--- src/rtl/sync_src_pkg.sv ---
package sync_src_pkg;

    typedef struct packed {
        logic [2:0] raw;     // sampled {vs, sog, hs}
        logic       h_sog;
        logic       v_sep;
        logic       hs_out;
        logic       vs_out;
        logic       hs_det;
        logic       sog_det;
        logic       vs_det;
        logic       hs_pol;
        logic       vs_pol;
    } top_state_t;

    // Source choice per axis: 0 picks the primary input, 1 picks the
    // sync-on-green derived path.
    function automatic logic pick_src(input logic ovr, input logic prio,
                                      input logic prim_act, input logic sog_act);
        logic r;
        if (ovr)                       r = prio;
        else if (prim_act && !sog_act) r = 1'b0;
        else if (!prim_act && sog_act) r = 1'b1;
        else                           r = prio;
        return r;
    endfunction

endpackage

--- src/rtl/sync_act_det.sv ---
module sync_act_det #(
    parameter int WIN       = 1024,
    parameter int BAL_W     = 10,
    parameter bit LOW_SENSE = 1'b0
) (
    input  logic clk,
    input  logic rst_n,
    input  logic sig,
    output logic act,
    output logic pol
);
    localparam int TW = $clog2(WIN);
    localparam logic [TW-1:0]    TMO  = TW'(WIN - 1);
    localparam logic [BAL_W-1:0] BMAX = BAL_W'((2 ** (BAL_W - 1)) - 1);
    localparam logic [BAL_W-1:0] BMIN = BAL_W'(-((2 ** (BAL_W - 1)) - 1));

    typedef struct packed {
        logic             last;
        logic             seen;
        logic             act;
        logic [TW-1:0]    tmr;
        logic [BAL_W-1:0] bal;
    } det_t;

    det_t st_d, st_q;

    always_comb begin
        logic edge_seen;
        logic tmo;
        st_d      = st_q;
        st_d.last = sig;
        edge_seen = sig != st_q.last;
        tmo       = st_q.tmr == TMO;
        if (edge_seen) begin
            st_d.tmr  = '0;
            st_d.seen = 1'b1;
            if (st_q.seen && !tmo) st_d.act = 1'b1;
        end else if (tmo) begin
            st_d.seen = 1'b0;
            st_d.act  = 1'b0;
        end else begin
            st_d.tmr = st_q.tmr + 1'b1;
        end
        if (sig && st_q.bal != BMAX)       st_d.bal = st_q.bal + 1'b1;
        else if (!sig && st_q.bal != BMIN) st_d.bal = st_q.bal - 1'b1;
    end

    always_ff @(posedge clk or negedge rst_n) begin
        if (!rst_n) st_q <= '0;
        else        st_q <= st_d;
    end

    assign act = st_q.act;

    generate
        if (LOW_SENSE) begin : g_low
            assign pol = $signed(st_q.bal) > 0;
        end else begin : g_high
            assign pol = $signed(st_q.bal) < 0;
        end
    endgenerate

endmodule

--- src/rtl/sync_separator.sv ---
module sync_separator #(
    parameter int THR_W = 8
) (
    input  logic             clk,
    input  logic             rst_n,
    input  logic             sig,
    input  logic [THR_W-1:0] thr,
    output logic             sep_out
);
    localparam int CW = THR_W + 1;

    typedef struct packed {
        logic          lvl;
        logic [CW-1:0] cnt;
    } sep_t;

    sep_t st_d, st_q;

    always_comb begin
        st_d = st_q;
        if (sig == st_q.lvl) begin
            st_d.cnt = '0;
        end else if (st_q.cnt > {1'b0, thr}) begin
            st_d.lvl = sig;
            st_d.cnt = '0;
        end else begin
            st_d.cnt = st_q.cnt + 1'b1;
        end
    end

    always_ff @(posedge clk or negedge rst_n) begin
        if (!rst_n) st_q <= '0;
        else        st_q <= st_d;
    end

    assign sep_out = st_q.lvl;

endmodule

--- src/rtl/sync_src_sel.sv ---
module sync_src_sel
    import sync_src_pkg::*;
#(
    parameter int WIN   = 1024,
    parameter int BAL_W = 10,
    parameter int THR_W = 8
) (
    input  logic             clk,
    input  logic             rst_n,
    input  logic             hs_in,
    input  logic             sog_in,
    input  logic             vs_in,
    input  logic [THR_W-1:0] sep_thr,
    input  logic             h_prio,
    input  logic             h_ovr,
    input  logic             v_prio,
    input  logic             v_ovr,
    output logic             hs_out,
    output logic             vs_out,
    output logic             h_src_sog,
    output logic             v_src_sep,
    output logic             hs_det,
    output logic             sog_det,
    output logic             vs_det,
    output logic             hs_pol,
    output logic             vs_pol
);
    localparam int NCH    = 3;
    localparam int CH_HS  = 0;
    localparam int CH_SOG = 1;
    localparam int CH_VS  = 2;

    top_state_t st_d, st_q;
    logic [NCH-1:0] act;
    logic [NCH-1:0] pol;
    logic           sep_o;

    // Horizontal and composite channels report "high is short"; the
    // vertical channel reports "low is short".
    generate
        for (genvar g = 0; g < NCH; g++) begin : g_det
            sync_act_det #(
                .WIN      (WIN),
                .BAL_W    (BAL_W),
                .LOW_SENSE(g == CH_VS)
            ) u_det (
                .clk  (clk),
                .rst_n(rst_n),
                .sig  (st_q.raw[g]),
                .act  (act[g]),
                .pol  (pol[g])
            );
        end
    endgenerate

    sync_separator #(.THR_W(THR_W)) u_sep (
        .clk    (clk),
        .rst_n  (rst_n),
        .sig    (st_q.raw[CH_SOG]),
        .thr    (sep_thr),
        .sep_out(sep_o)
    );

    always_comb begin
        st_d         = st_q;
        st_d.raw     = {vs_in, sog_in, hs_in};
        st_d.h_sog   = pick_src(h_ovr, h_prio, act[CH_HS], act[CH_SOG]);
        st_d.v_sep   = pick_src(v_ovr, v_prio, act[CH_VS], act[CH_SOG]);
        st_d.hs_out  = st_d.h_sog ? (st_q.raw[CH_SOG] ^ ~pol[CH_SOG])
                                  : (st_q.raw[CH_HS]  ^ ~pol[CH_HS]);
        st_d.vs_out  = st_d.v_sep ? (sep_o ^ ~pol[CH_SOG])
                                  : (st_q.raw[CH_VS] ^ pol[CH_VS]);
        st_d.hs_det  = act[CH_HS];
        st_d.sog_det = act[CH_SOG];
        st_d.vs_det  = act[CH_VS];
        st_d.hs_pol  = pol[CH_HS];
        st_d.vs_pol  = pol[CH_VS];
    end

    always_ff @(posedge clk or negedge rst_n) begin
        if (!rst_n) st_q <= '0;
        else        st_q <= st_d;
    end

    assign hs_out    = st_q.hs_out;
    assign vs_out    = st_q.vs_out;
    assign h_src_sog = st_q.h_sog;
    assign v_src_sep = st_q.v_sep;
    assign hs_det    = st_q.hs_det;
    assign sog_det   = st_q.sog_det;
    assign vs_det    = st_q.vs_det;
    assign hs_pol    = st_q.hs_pol;
    assign vs_pol    = st_q.vs_pol;

endmodule

--- config.mk ---
export PLATFORM = sky130hd
export DESIGN_NAME = sync_src_sel
export DESIGN_NICKNAME = d
export VERILOG_FILES = /design/src/rtl/sync_src_pkg.sv /design/src/rtl/sync_act_det.sv /design/src/rtl/sync_separator.sv /design/src/rtl/sync_src_sel.sv
export SDC_FILE = /design/constraint.sdc
export NUM_CORES = 1
export LEC_CHECK = 0
export BUFFER_PORTS_ARGS = -buffer_cell sky130_fd_sc_hd__buf_2
export CAP_MARGIN = 0
export CORE_ASPECT_RATIO = 1.1
export CORE_MARGIN = 8
export CORE_UTILIZATION = 56
export CTS_BUF_LIST = sky130_fd_sc_hd__clkbuf_16
export CTS_CLUSTER_DIAMETER = 80
export CTS_CLUSTER_SIZE = 40
export DETAILED_ROUTE_END_ITERATION = 7
export PLACE_DENSITY = 0.77
export SLEW_MARGIN = 30
export SYNTH_ARGS = -nofsm -noshare
export SYNTH_HDL_FRONTEND = slang
export SYNTH_SLANG_ARGS = --single-unit
--- constraint.sdc ---
create_clock -name clk -period 2.8 [get_ports clk]
set_input_delay 0.42 -clock clk [delete_from_list [all_inputs] [get_ports clk]]
set_output_delay 0.42 -clock clk [all_outputs]
set_load 0.1 [all_outputs]
* After elaboration in Yosys (flattened, before gate mapping) *
Index checks and enable logic that the tools add are counted.

word-level totals
  output and inout bits = 9
  bits in registers = 91
  input port bits = 17
  word-level logic and storage cells = 127

operators by class
  equality and inequality tests = 19
  bitwise gates (word level) = 7
  reductions and logical operators = 32
  add/sub/neg operators = 10
  muxes and demuxes = 28
  magnitude comparators = 4

operators with widths
  cell                   number
  $mux 10                9
  $add 10x1->10 const B  6
  $mux 12                3
  $eq 10x10->1 const B   3
  $ne 10x10->1 const B   3
  $ne 10x9->1 const B    3
  $sub 10x1->10 const B  3
  $lt 10x1->1 const B    2
  $mux 9                 2
  $logic_and 1x1->1      13
  $reduce_bool 2->1      6
  $mux 1                 11
  $gt 10x1->1 const B    1
  $add 9x1->9 const B    1
  $gt 9x8->1             1
  $logic_not 1->1        9
  $reduce_and 2->1       4
  $mux 2                 3
  $ne 2x1->1 const B     3
  $ne 2x2->1 const B     3
  $xor 1x1->1            4
  $ne 1x1->1             3
  $not 1->1              3
  $eq 1x1->1             1

* Longest topological paths before layout *
Gate-level depths: netlist of run 1.

  depth in word-level cells = 6
  mapped depth = 11
  gate-level depth less buffers = 11

* Modules after synthesis *
From an unflattened synthesis of run 1, not the netlist that was laid out.

second synthesis, totals
  cells, all modules = 535
  area, all modules = 5413.9 um2

by module, submodules not included
  module                             times used  sequential area each (um2)  area each (um2)  cells each
  sync_act_det (g_det[0].u_det ...)  2           575.6                       1408.9           145
  sync_act_det (g_det[2].u_det)      1           575.6                       1482.7           149
  sync_separator                     1           250.2                       678.2            64
  sync_src_sel                       1           300.3                       435.4            32

* Worst setup path after synthesis of run 1 *
OpenSTA, ideal clock, no wires.

  path type = reg2reg
  from = register g_det[1].u_det.st_q[9] (netlist name)
  to = register g_det[1].u_det.st_q[9] (netlist name)
  data required time = 2.675 ns
  path slack = 0.158 ns
  library setup time = 0.125 ns
  cell stages (with the launch flop) = 10
  buffers on the path = 0
  data arrival time = 2.517 ns
  clock period less this slack = 2.642 ns
  path through = dfrtp_1 -> nand4b_1 -> nor3_1 -> nand2b_1 -> ha_1 -> a2111oi_2 -> o21ai_1 -> a41oi_1 -> mux2i_1 -> mux2_2

between the ends
  cells in the longest elaborated chain, start to end = 3
  elaborated cells on any way between the ends = 9
  those cells by class = 2 x add/sub; 2 x eq/ne; 2 x mux; 3 x reduce/logical

RTL lines
  item                                                 line                text
  start, declared                                      sync_act_det.sv:25  det_t st_d, st_q;
  start signal, assigned                               sync_act_det.sv:50  else st_q <= st_d;
  $sub 10x1->10 (tied with other cells)                sync_act_det.sv:45  else if (!sig && st_q.bal != BMIN) st_d.bal = st_q.bal - 1'b1;
  $mux 10 (tied with other cells)                      sync_act_det.sv:45
  $mux 10 / $reduce_bool 2->1 (equally long branches)  --

Several ways; a longest one is shown, not always the timed one. The select of a mux whose other input is x is not followed.
A chain may end at the register's enable or synchronous reset.

* Worst setup path after layout of run 1 *
Ends and elaborated chain as after synthesis.

==> results.sh, run 1 <==
export IMPL_dp_slack_ns=-0.00390
export IMPL_nFillCells=703
export IMPL_clockBufferDepth=2
export IMPL_cts_sinks=91
export IMPL_drc_errors=0
export IMPL_tns_ns=0
export IMPL_syn_avg_cell_area_sq_um=9.78
export IMPL_cp_data_arrival_time_ns=2.85
export IMPL_cts_tree="done"
export IMPL_path_class="flop to flop"
export IMPL_ios=26
export IMPL_htreeDepth=3
export IMPL_synth_fp_nets=583
export IMPL_layout_setup_ws_ns=0.168
export IMPL_antenna_cells=0
export IMPL_seqCellArea_sq_um=2280
export IMPL_wl_um=10400
export IMPL_slew_headroom_pct=49.7
export IMPL_p_leak_nw=2.73
export IMPL_globalRouteOverflowTotal=0
export IMPL_cts_made_buffers=9
export IMPL_max_freq_mhz=380
export IMPL_ys_seq_area_share_pct=44.2
export IMPL_grt_pass1_vias=4063
export IMPL_grt_max_degree=54
export IMPL_total_power_mw=5.48
export IMPL_hold_path_class="input pin to asynchronous set/reset pin"
export IMPL_port_buffers=25
export IMPL_r2r_setup_slack_ns=0.17
export IMPL_vias_per_cell=5.92
export IMPL_async_flop_share_pct=100
export IMPL_crit_path_start_kind="flop"
export IMPL_antenna_found_initial=0
export IMPL_drv_slew=0
export IMPL_vdd_drop_max_mv=0.406
export IMPL_drive_above_1_share_pct=11.8
export IMPL_syn_inst=527
export IMPL_fin_nets=619
export IMPL_yosys_most_used_dff="dfrtp_1"
export IMPL_netlist_area_leader_share_pct=44.2
export IMPL_ys_types=53
export IMPL_required_ns=3.02
export IMPL_dieArea_sq_um=12500
export IMPL_cp_slowest_cell="dfrtp_1"
export IMPL_r2r_end="g_det[1].u_det.st_q[9]"
export IMPL_yosysMostFrequentCell="dfrtp_1"
export IMPL_syn_area_sq_um=5150
export IMPL_area_growth_pct=14.1
export IMPL_max_slew_worst_pin_slew_ns=0.753
export IMPL_synth_edf_count=0
export IMPL_final_util_pct=65.9
export IMPL_initial_core_util_pct=57.8
export IMPL_ant_nets=0
export IMPL_cap_violations=0
export IMPL_detailed_place_hpwl_um=7210
export IMPL_setup_viol=0
export IMPL_endpoint="g_det[1].u_det.st_q[9]"
export IMPL_crit_path_cell_trace="nand4b_1 > nor3_2 > nand2b_4 > ha_1 > a2111oi_4 > o21ai_1 > a41oi_2 > mux2i_1 > mux2_2"
export IMPL_cp_end_kind="flop"
export IMPL_vias=4034
export IMPL_max_stage_delay_ns=0.37
export IMPL_die_x_um=107
export IMPL_fin_crit_sh_pct=94.0
export IMPL_r2r_start="g_det[1].u_det.st_q[9]"
export IMPL_yosys_top_cells_count="dfrtp_1 (91), o21ai_0 (38), ha_1 (36), nand2_1 (36), nor2_1 (35)"
export IMPL_drt_initial_drc_count=186
export IMPL_synth_warnings=0
export IMPL_period_needed_ns=2.63
export IMPL_grt_pass1_wl_um=18200
export IMPL_yosys_top_cells_area="dfrtp_1 (44%), ha_1 (8.7%), xor2_1 (4.6%), o21ai_0 (3.7%), nand2_1 (2.6%)"
export IMPL_worstSkewPairLatency_ns=0.33
export IMPL_fin_skew_ns=0.00522
export IMPL_drt_pass1_iter_count=4
export IMPL_fp_dieH_um=117
export IMPL_yosysTopAreaCell="dfrtp_1"
export IMPL_power_density_nw_per_um2=932
export IMPL_critical_path_startpoint="g_det[1].u_det.st_q[9]"
export IMPL_avgRoutedWirePerCell_um=15.3
export IMPL_multi_input_area_sq_um=2760
export IMPL_outcome="finished, final reports clean"
export IMPL_gp_congestion=0.866
export IMPL_cp_max_fo=8
export IMPL_finalHoldViolations=0
export IMPL_row_count=36
export IMPL_grt_usage_pct=17.8
export IMPL_synth_seq_cells=91
export IMPL_clk_pin_slew_ns=0.06
export IMPL_core_sq_um=8920
export IMPL_cts_root_buf="clkbuf_16"
export IMPL_worstRegToRegCells=9
==> how the worst min path moves through the flow <==
| stage | from | endpoint | slack, ns | cells after the start |
|---|---|---|---|---|
| floorplan | rst_n | g_det[0].u_det.act | 0.12 | 0 |
| global placement | g_det[0].u_det.act | hs_det | 0.37 | 0 |
| detailed placement | g_det[0].u_det.act | hs_det | 0.39 | 0 |
| CTS | rst_n | g_det[2].u_det.st_q[18] | 0.15 | 1 |
| global route | sog_in | st_q[10] | 0.19 | 1 |
| finish | rst_n | g_det[2].u_det.st_q[18] | 0.12 | 1 |
==> layout make-up <==
type                       count  area share [%]
multi-input combinational    393            47.0
sequential                    91            38.7
clock buffer                   9            3.83
timing repair buffer          35            3.66
tap                          114            2.43
clock inverter                 6            2.19
inverter                      33            2.11
==> critical path: cells and delay by family, from the launching register on <==
kind / cells / cell delay [ns]
adders and majority gates: 1 / 0.34
DFF: 1 / 0.37
muxes: 2 / 0.38
and+or+nand+nor: 3 / 0.56
AOI/OAI and AO/OA: 3 / 0.86
==> flip-flops by register name (all words and copies together), names as in the netlist <==
register and count:
hs_pol 1, u_sep.sep_out 1, vs_det 1, sog_det 1, g_det.u_det.st_q 66, g_det.u_det.act 3, vs_pol 1, v_src_sep 1
u_sep.st_q 9, h_src_sog 1, st_q 3, vs_out 1, hs_det 1, hs_out 1
==> what timing repair did <==
item | 4_1_cts | 5_1_grt
endpoints found under the setup margin | 2 | 9
gates resized for setup | 1 | 12
hold endpoints to repair | 0 | 0
hold buffers | 0 | 0
pin swaps | 0 | 4
setup buffers | 0 | 1
==> cell families after synthesis <==
kind of cell | Yosys count | share of synthesized area, %
simple gates | 189 | 19.9
compound gates | 118 | 14.4
flops | 91 | 44.2
mux | 7 | 1.38
fa+ha+maj | 39 | 9.91
xor+xnor | 40 | 6.80
buf+inv | 43 | 3.33
==> metrics by stage <==
stage	instances	instance area (sq um)	hold slack (ns)
2_1_floorplan	527	5150	0.124
3_3_place_gp	665	5460	0.374
3_5_place_dp	665	5460	0.390
4_1_cts	680	5810	0.151
5_1_grt	681	5880	0.188
6_report	681	5880	0.123
==> metal layers <==
| layer | wire, um | up-vias | GRT usage [%] | share of wire (%) |
|---|---|---|---|---|
| li1 | - | 1974 | - | - |
| met1 | 4550 | 1970 | 21.7 | 44 |
| met2 | 5270 | 73 | 30.5 | 51 |
| met3 | 362 | 17 | 2.65 | 3.5 |
| met4 | 212 | 0 | 7.96 | 2.0 |
| met5 | 0 | - | 0 | 0 |
==> power by group <==
part           total [mW]  switching [mW]  internal (mW)
clock                1.44           0.483          0.953
sequential           1.89           0.270           1.62
combinational        2.15            1.25          0.907
total                5.48            2.00           3.48
==> cell usage in the layout (no fill, tap or decap), drive strengths merged, types with 10 or more instances in the layout <==
| cell | instances |
|---|---|
| o21a | 11 |
| nor2 | 35 |
| o21ai | 40 |
| nand4 | 15 |
| dfrtp | 91 |
| a31oi | 10 |
| buf | 35 |
| nand3 | 24 |
| inv | 33 |
| nand2 | 36 |
| ha | 36 |
| nor3 | 19 |
| a21oi | 21 |
| xor2 | 27 |
| xnor2 | 13 |
Note: power is estimated with default switching activity, not from simulation.
==> inputs of run 2 (changes only) <==
--- a/config.mk
+++ b/config.mk
@@ -5,10 +5,11 @@
 export SDC_FILE = /design/constraint.sdc
 export NUM_CORES = 1
 export LEC_CHECK = 0
+export ABC_AREA = 1
 export BUFFER_PORTS_ARGS = -buffer_cell sky130_fd_sc_hd__buf_2
 export CAP_MARGIN = 0
 export CORE_ASPECT_RATIO = 1.1
-export CORE_MARGIN = 8
+export CORE_MARGIN = 2
 export CORE_UTILIZATION = 56
 export CTS_BUF_LIST = sky130_fd_sc_hd__clkbuf_16
 export CTS_CLUSTER_DIAMETER = 80
==> run 2 against run 1 <==
Against the previous run:
- fmax is 5.9% higher
- non-clock buffer count decreased by 7
- register-to-register slack improved by 0.15 ns
- combinational power up 6%
- clock power decreased by 19%
- global-route usage rose by 4.4 points
- area after synthesis up 3.9%
- cell area is 0.83% higher
- highest routed layer unchanged
==> results.sh, run 2 <==
export IMPL_yosys_top_cells_area="dfrtp_1 (43%), nand2_1 (12%), ha_1 (8.4%), inv_1 (5.8%), nor2_1 (4.2%)"
export IMPL_max_freq_mhz=402
export IMPL_rsz0062_at_grt="false"
export IMPL_drv_slew=0
export IMPL_vias=4469
export IMPL_drc_errors=0
export IMPL_holdBufCountCts=0
export IMPL_ant_nets=0
export IMPL_cp_end_kind="flop"
export IMPL_p_seq_share_pct=35.7
export IMPL_period_needed_ns=2.48
export IMPL_yosysTopAreaCell="dfrtp_1"
export IMPL_cp_slowest_cell="dfrtp_1"
export IMPL_ys_types=37
export IMPL_fin_nets=760
export IMPL_final_util_pct=63.7
export IMPL_path_class="flop to flop"
export IMPL_p_switching_mw=2.26
export IMPL_mostFrequentLayoutCell="nand2_1"
export IMPL_vdd_drop_max_mv=0.713
export IMPL_yosys_top_cells_count="nand2_1 (178), dfrtp_1 (91), inv_1 (82)"
export IMPL_finalHoldViolations=0
export IMPL_detailed_place_hpwl_um=7990
export IMPL_p_leak_nw=3.05
export IMPL_globalRouteOverflowTotal=0
export IMPL_cp_max_fo=11
export IMPL_max_slew_worst_pin_slew_ns=0.816
export IMPL_clockPowerShare_pct=21.8
export IMPL_layout_setup_ws_ns=0.315
export IMPL_biggestRegsByFlops="g_det.u_det.st_q: 66 flops, u_sep.st_q: 9 flops"
export IMPL_crit_path_cell_trace="nand2_1 > nor2_1 > nand3b_1 > nand2_1 > inv_1 > fa_1 > o21ai_0 > nand2_1 > nand2_1 > nand2_1 > nand3_1 > nand2_1"
export IMPL_synth_edf_count=0
export IMPL_synth_warnings=0
export IMPL_setup_viol=0
export IMPL_htreeDepth=3
export IMPL_drt_pass1_iter_count=6
export IMPL_vias_per_cell=5.41
export IMPL_fin_hold_ws_ns=0.110
export IMPL_row_count=37
export IMPL_hold_path_class="input pin to asynchronous set/reset pin"
export IMPL_intPower_mw=3.08
export IMPL_cpMostUsedCell="nand2_1"
export IMPL_grt_pass1_wl_um=19000
export IMPL_core_sq_um=9310
export IMPL_switching_share_pct=42.3
export IMPL_post_cts_setup_buffer_count=0
export IMPL_fp_dieH_um=107
export IMPL_syn_avg_cell_area_sq_um=8.01
export IMPL_fin_crit_sh_pct=88.7
export IMPL_ios=26
export IMPL_tns_ns=0
export IMPL_syn_inst=668
export IMPL_instances_no_fill=826
export IMPL_slew_headroom_pct=45.2
export IMPL_avgRoutedWirePerCell_um=13.0
export IMPL_synth_seq_cells=91
export IMPL_grt_usage_pct=22.2
export IMPL_largest_register_ffs=66
export IMPL_syn_area_sq_um=5350
export IMPL_cap_violations=0
export IMPL_cp_data_arrival_time_ns=2.71
export IMPL_combPwrFrac_pct=42.5
export IMPL_max_stage_delay_ns=0.44
export IMPL_drt_initial_drc_count=277
export IMPL_antenna_found_initial=0
export IMPL_outcome="finished, final reports clean"
export IMPL_gp_congestion=0.931
export IMPL_yosys_most_used_dff="dfrtp_1"
export IMPL_cts_tree="done"
export IMPL_synth_fp_nets=724
export IMPL_ys_seq_area_share_pct=42.6
export IMPL_clockBufferDepth=2
export IMPL_cts_made_buffers=9
export IMPL_dieArea_sq_um=10400
export IMPL_area_growth_pct=10.7
export IMPL_async_flop_share_pct=100
export IMPL_cts_root_buf="clkbuf_16"
export IMPL_clk_pin_slew_ns=0.07
export IMPL_power_density_nw_per_um2=901
export IMPL_place_area_sq_um=5640
export IMPL_grt_pass1_vias=4317
export IMPL_antenna_cells=0
export IMPL_cts_sinks=91
export IMPL_dp_slack_ns=0.362
export IMPL_ctsResizeCount=0
export IMPL_fin_skew_ns=0.00762
export IMPL_top_register="g_det.u_det.st_q"
export IMPL_final_cell_mix="nand2_1 (178), dfrtp_1 (91), inv_1 (82)"
export IMPL_die_x_um=97.2
export IMPL_yosysMostFrequentCell="nand2_1"
export IMPL_port_buffers=25
export IMPL_initial_core_util_pct=57.5
export IMPL_drive_above_1_share_pct=9.87
export IMPL_dp_cells=810
export IMPL_grt_max_degree=50
export IMPL_required_ns=3.03
export IMPL_crit_path_start_kind="flop"
export IMPL_wl_um=10800
export IMPL_worstSkewPairLatency_ns=0.34
export IMPL_total_power_mw=5.34
export IMPL_netlist_area_leader_share_pct=42.6
export IMPL_final_area_sq_um=5930
-- run 2: power groups by stage --
stage,Sequential (mW),Clock (mW),Combinational (mW)
6_report,1.91,1.16,2.27
4_1_cts,1.90,1.19,2.27
3_3_place_gp,1.91,0,2.17
5_1_grt,1.95,1.26,2.60
2_1_floorplan,2.06,0,1.61
3_5_place_dp,1.92,0,2.26
-- run 2: worst max-delay path: cells and delay by family, from the launching register on --
family	cells	cell delay [ns]
flops	1	0.44
buf+inv	1	0.12
compound gates	1	0.41
simple gates	9	0.98
fa+ha+maj	1	0.41
-- run 2: worst paths after layout --
check / slack (ns) / start / endpoint / depth (start not counted)
hold reg to reg: 0.40 / g_det[2].u_det.act / vs_det / 0
setup reg to reg: 0.32 / g_det[2].u_det.st_q[0] / g_det[2].u_det.st_q[8] / 12
max in group asynchronous: 2.03 / rst_n / g_det[0].u_det.st_q[13] / 2
setup / recovery: 0.32 / g_det[2].u_det.st_q[0] / g_det[2].u_det.st_q[8] / 12
hold / removal: 0.11 / rst_n / u_sep.st_q[1] / 1
min in group clk: 0.18 / vs_in / st_q[11] / 1
-- run 2: area by class of cell --
cell class	count	area [sq um]
clock buffers	9	225
clock inverters	7	60.1
repair buffers	28	163
well taps	117	146
fillers	775	3380
flip-flops and latches	91	2280
inverters	88	335
multi-input cells	486	2720
-- run 2: routing by layer --
metal  vias up  track usage (%)  routed length, um
li1       2244                -                  -
met2       103             37.7               5290
met1      2102             29.0               4900
met4         0             6.44                180
met3        20             4.40                399
met5         -                0                  0
-- run 2: kinds of logic after synthesis --
group                    share of synthesized area, %
AO/OA/AOI/OAI                                    9.66
XOR/XNOR                                         5.10
adder cells (fa/ha/maj)                          9.54
buffers and inverters                            6.64
flip-flops                                       42.6
AND/OR/NAND/NOR                                  26.5
==> inputs of run 3 (changes only) <==
--- a/config.mk
+++ b/config.mk
@@ -16,6 +16,7 @@
 export CTS_CLUSTER_SIZE = 40
 export DETAILED_ROUTE_END_ITERATION = 7
 export PLACE_DENSITY = 0.77
+export SKIP_LAST_GASP = 1
 export SLEW_MARGIN = 30
 export SYNTH_ARGS = -nofsm -noshare
 export SYNTH_HDL_FRONTEND = slang
==> constraint.sdc (replaced) <==
create_clock -name clk -period 2.2 [get_ports clk]
set_input_delay 0.33 -clock clk [delete_from_list [all_inputs] [get_ports clk]]
set_output_delay 0.33 -clock clk [all_outputs]
set_load 0.1 [all_outputs]
==> run 3 against run 2 <==
Against the previous run:
- utilization up 4.3 points
- non-clock buffer count up 32
- total power up 37%
- critical endpoint is now g_det[1].u_det.st_q[6]
==> results.sh, run 3 (same netlist as run 2, synthesis figures left out) <==
export IMPL_grt_usage_pct=22.8
export IMPL_cap_violations=0
export IMPL_area_growth_pct=18.2
export IMPL_worstHoldPathCells=1
export IMPL_detailed_place_hpwl_um=7990
export IMPL_clockBufferDepth=2
export IMPL_fin_nets=792
export IMPL_fp_dieH_um=107
export IMPL_ios=26
export IMPL_holdCritStartpoint="hs_in"
export IMPL_cts_sinks=91
export IMPL_wl_um=11500
export IMPL_p_seq_share_pct=32.6
export IMPL_layout_setup_ws_ns=0.0583
export IMPL_outcome="finished, final reports clean"
export IMPL_die_x_um=97.2
export IMPL_max_slew_worst_pin_slew_ns=0.690
export IMPL_fin_hold_ws_ns=0.0941
export IMPL_max_freq_mhz=467
export IMPL_core_sq_um=9310
export IMPL_clockPowerShare_pct=20.1
export IMPL_drv_slew=0
export IMPL_final_cell_mix="nand2_1 (172), dfrtp_1 (91), inv_1 (80)"
export IMPL_vias_per_cell=5.36
export IMPL_drt_pass1_iter_count=4
export IMPL_dieArea_sq_um=10400
export IMPL_grt_pass1_wl_um=19400
export IMPL_cts_made_buffers=9
export IMPL_crit_path_start_kind="flop"
export IMPL_intPower_mw=4.30
export IMPL_globalRouteOverflowTotal=0
export IMPL_hold_path_class="input pin to flop"
export IMPL_setup_viol=0
export IMPL_mostFrequentLayoutCell="nand2_1"
export IMPL_avgRoutedWirePerCell_um=13.3
export IMPL_grt_max_degree=39
export IMPL_p_switching_mw=3.04
export IMPL_period_needed_ns=2.14
export IMPL_dp_slack_ns=-0.0518
export IMPL_rsz0062_at_grt="true"
export IMPL_ant_nets=0
export IMPL_biggestRegsByFlops="g_det.u_det.st_q: 66 flops, u_sep.st_q: 9 flops"
export IMPL_cp_data_arrival_time_ns=2.42
export IMPL_holdPathEnd="st_q[9]"
export IMPL_initial_core_util_pct=57.5
export IMPL_htreeDepth=3
export IMPL_slew_headroom_pct=53.6
export IMPL_drt_initial_drc_count=199
export IMPL_r2r_start="g_det[1].u_det.st_q[4]"
export IMPL_largest_register_ffs=66
export IMPL_antenna_found_initial=0
export IMPL_required_ns=2.48
export IMPL_power_density_nw_per_um2=1160
export IMPL_fin_crit_sh_pct=97.3
export IMPL_gp_congestion=0.923
export IMPL_vias=4603
export IMPL_drive_above_1_share_pct=17.4
export IMPL_worstRegToRegCells=13
export IMPL_vdd_drop_max_mv=0.973
export IMPL_p_leak_nw=3.20
export IMPL_fin_skew_ns=0.0106
export IMPL_row_count=37
export IMPL_cp_max_fo=4
export IMPL_r2r_end="g_det[1].u_det.st_q[6]"
export IMPL_combPwrFrac_pct=47.3
export IMPL_cp_end_kind="flop"
export IMPL_grt_pass1_vias=4415
export IMPL_antenna_cells=0
export IMPL_clk_pin_slew_ns=0.07
export IMPL_top_register="g_det.u_det.st_q"
export IMPL_cts_tree="done"
export IMPL_r2r_setup_slack_ns=0.06
export IMPL_drc_errors=0
export IMPL_path_class="flop to flop"
export IMPL_worstSkewPairLatency_ns=0.34
export IMPL_port_buffers=25
export IMPL_finalHoldViolations=0
export IMPL_switching_share_pct=41.5
export IMPL_cts_root_buf="clkbuf_16"
==> run 3: how the worst max path moves through the flow <==
stage,slack (ns),start,to
final,0.06,g_det[1].u_det.st_q[4],g_det[1].u_det.st_q[6]
after global routing,-0.13,g_det[1].u_det.st_q[4],g_det[1].u_det.st_q[8]
after CTS,0.01,g_det[0].u_det.st_q[8],g_det[0].u_det.st_q[9]
after detailed placement,-0.05,g_det[0].u_det.st_q[8],g_det[0].u_det.st_q[4]
after global placement,0.08,g_det[0].u_det.st_q[8],g_det[0].u_det.st_q[4]
after floorplan,0.1,g_det[2].u_det.st_q[9],g_det[2].u_det.st_q[8]
==> run 3: power groups by stage <==
stage / Combinational, mW / Sequential (mW) / Clock [mW]
6_report: 3.47 / 2.39 / 1.47
5_1_grt: 3.95 / 2.45 / 1.58
4_1_cts: 3.02 / 2.39 / 1.50
3_5_place_dp: 2.98 / 2.42 / 0
3_3_place_gp: 2.87 / 2.40 / 0
2_1_floorplan: 2.05 / 2.63 / 0
==> run 3: stage by stage <==
stage          power, mW  cells  TNS, ns  area, sq um  util, %
3_3_place_gp        5.27    825        0         5750     61.8
5_1_grt             7.97    858   -0.607         6320     68.0
4_1_cts             6.91    843        0         6060     65.2
6_report            7.34    858        0         6320     68.0
3_5_place_dp        5.41    825   -0.160         5750     61.8
2_1_floorplan       4.67    668        0         5350        -
==> run 3: area by class of cell <==
cell class                 instances  area [sq um]
multi-input combinational        486          2870
inverter                          88           335
fill                             716          2980
sequential                        91          2280
timing repair buffer              60           413
tap                              117           146
clock buffer                       9           225
clock inverter                     7          60.1
==> run 3: per-layer routing <==
metal,share of wire (%),track usage [%],up-vias
met5,0,0,-
met4,1.9,6.34,0
met3,2.9,4.93,22
met2,50,39.2,84
met1,45,29.1,2184
li1,-,-,2313
==> run 3: worst max-delay path: stages, from the launching register on <==
cell	delay, ns
dfrtp_1	0.41
nand2_1	0.08
nor2_2	0.11
nand4_1	0.14
nand2_2	0.15
inv_2	0.05
fa_2	0.41
o21ai_2	0.17
buf_6	0.12
nand2_1	0.04
nand2_1	0.07
xor2_1	0.20
nand2_1	0.07
nand2_1	0.05
==> run 3: repair_timing <==
item | in CTS | in global routing
gates resized for setup | 4 | 31
buffers inserted | 1 | 15
setup endpoints to repair | 8 | 16
hold buffers | 1 | 0
hold endpoints to repair | 36 | 0
pin swaps | 1 | 16
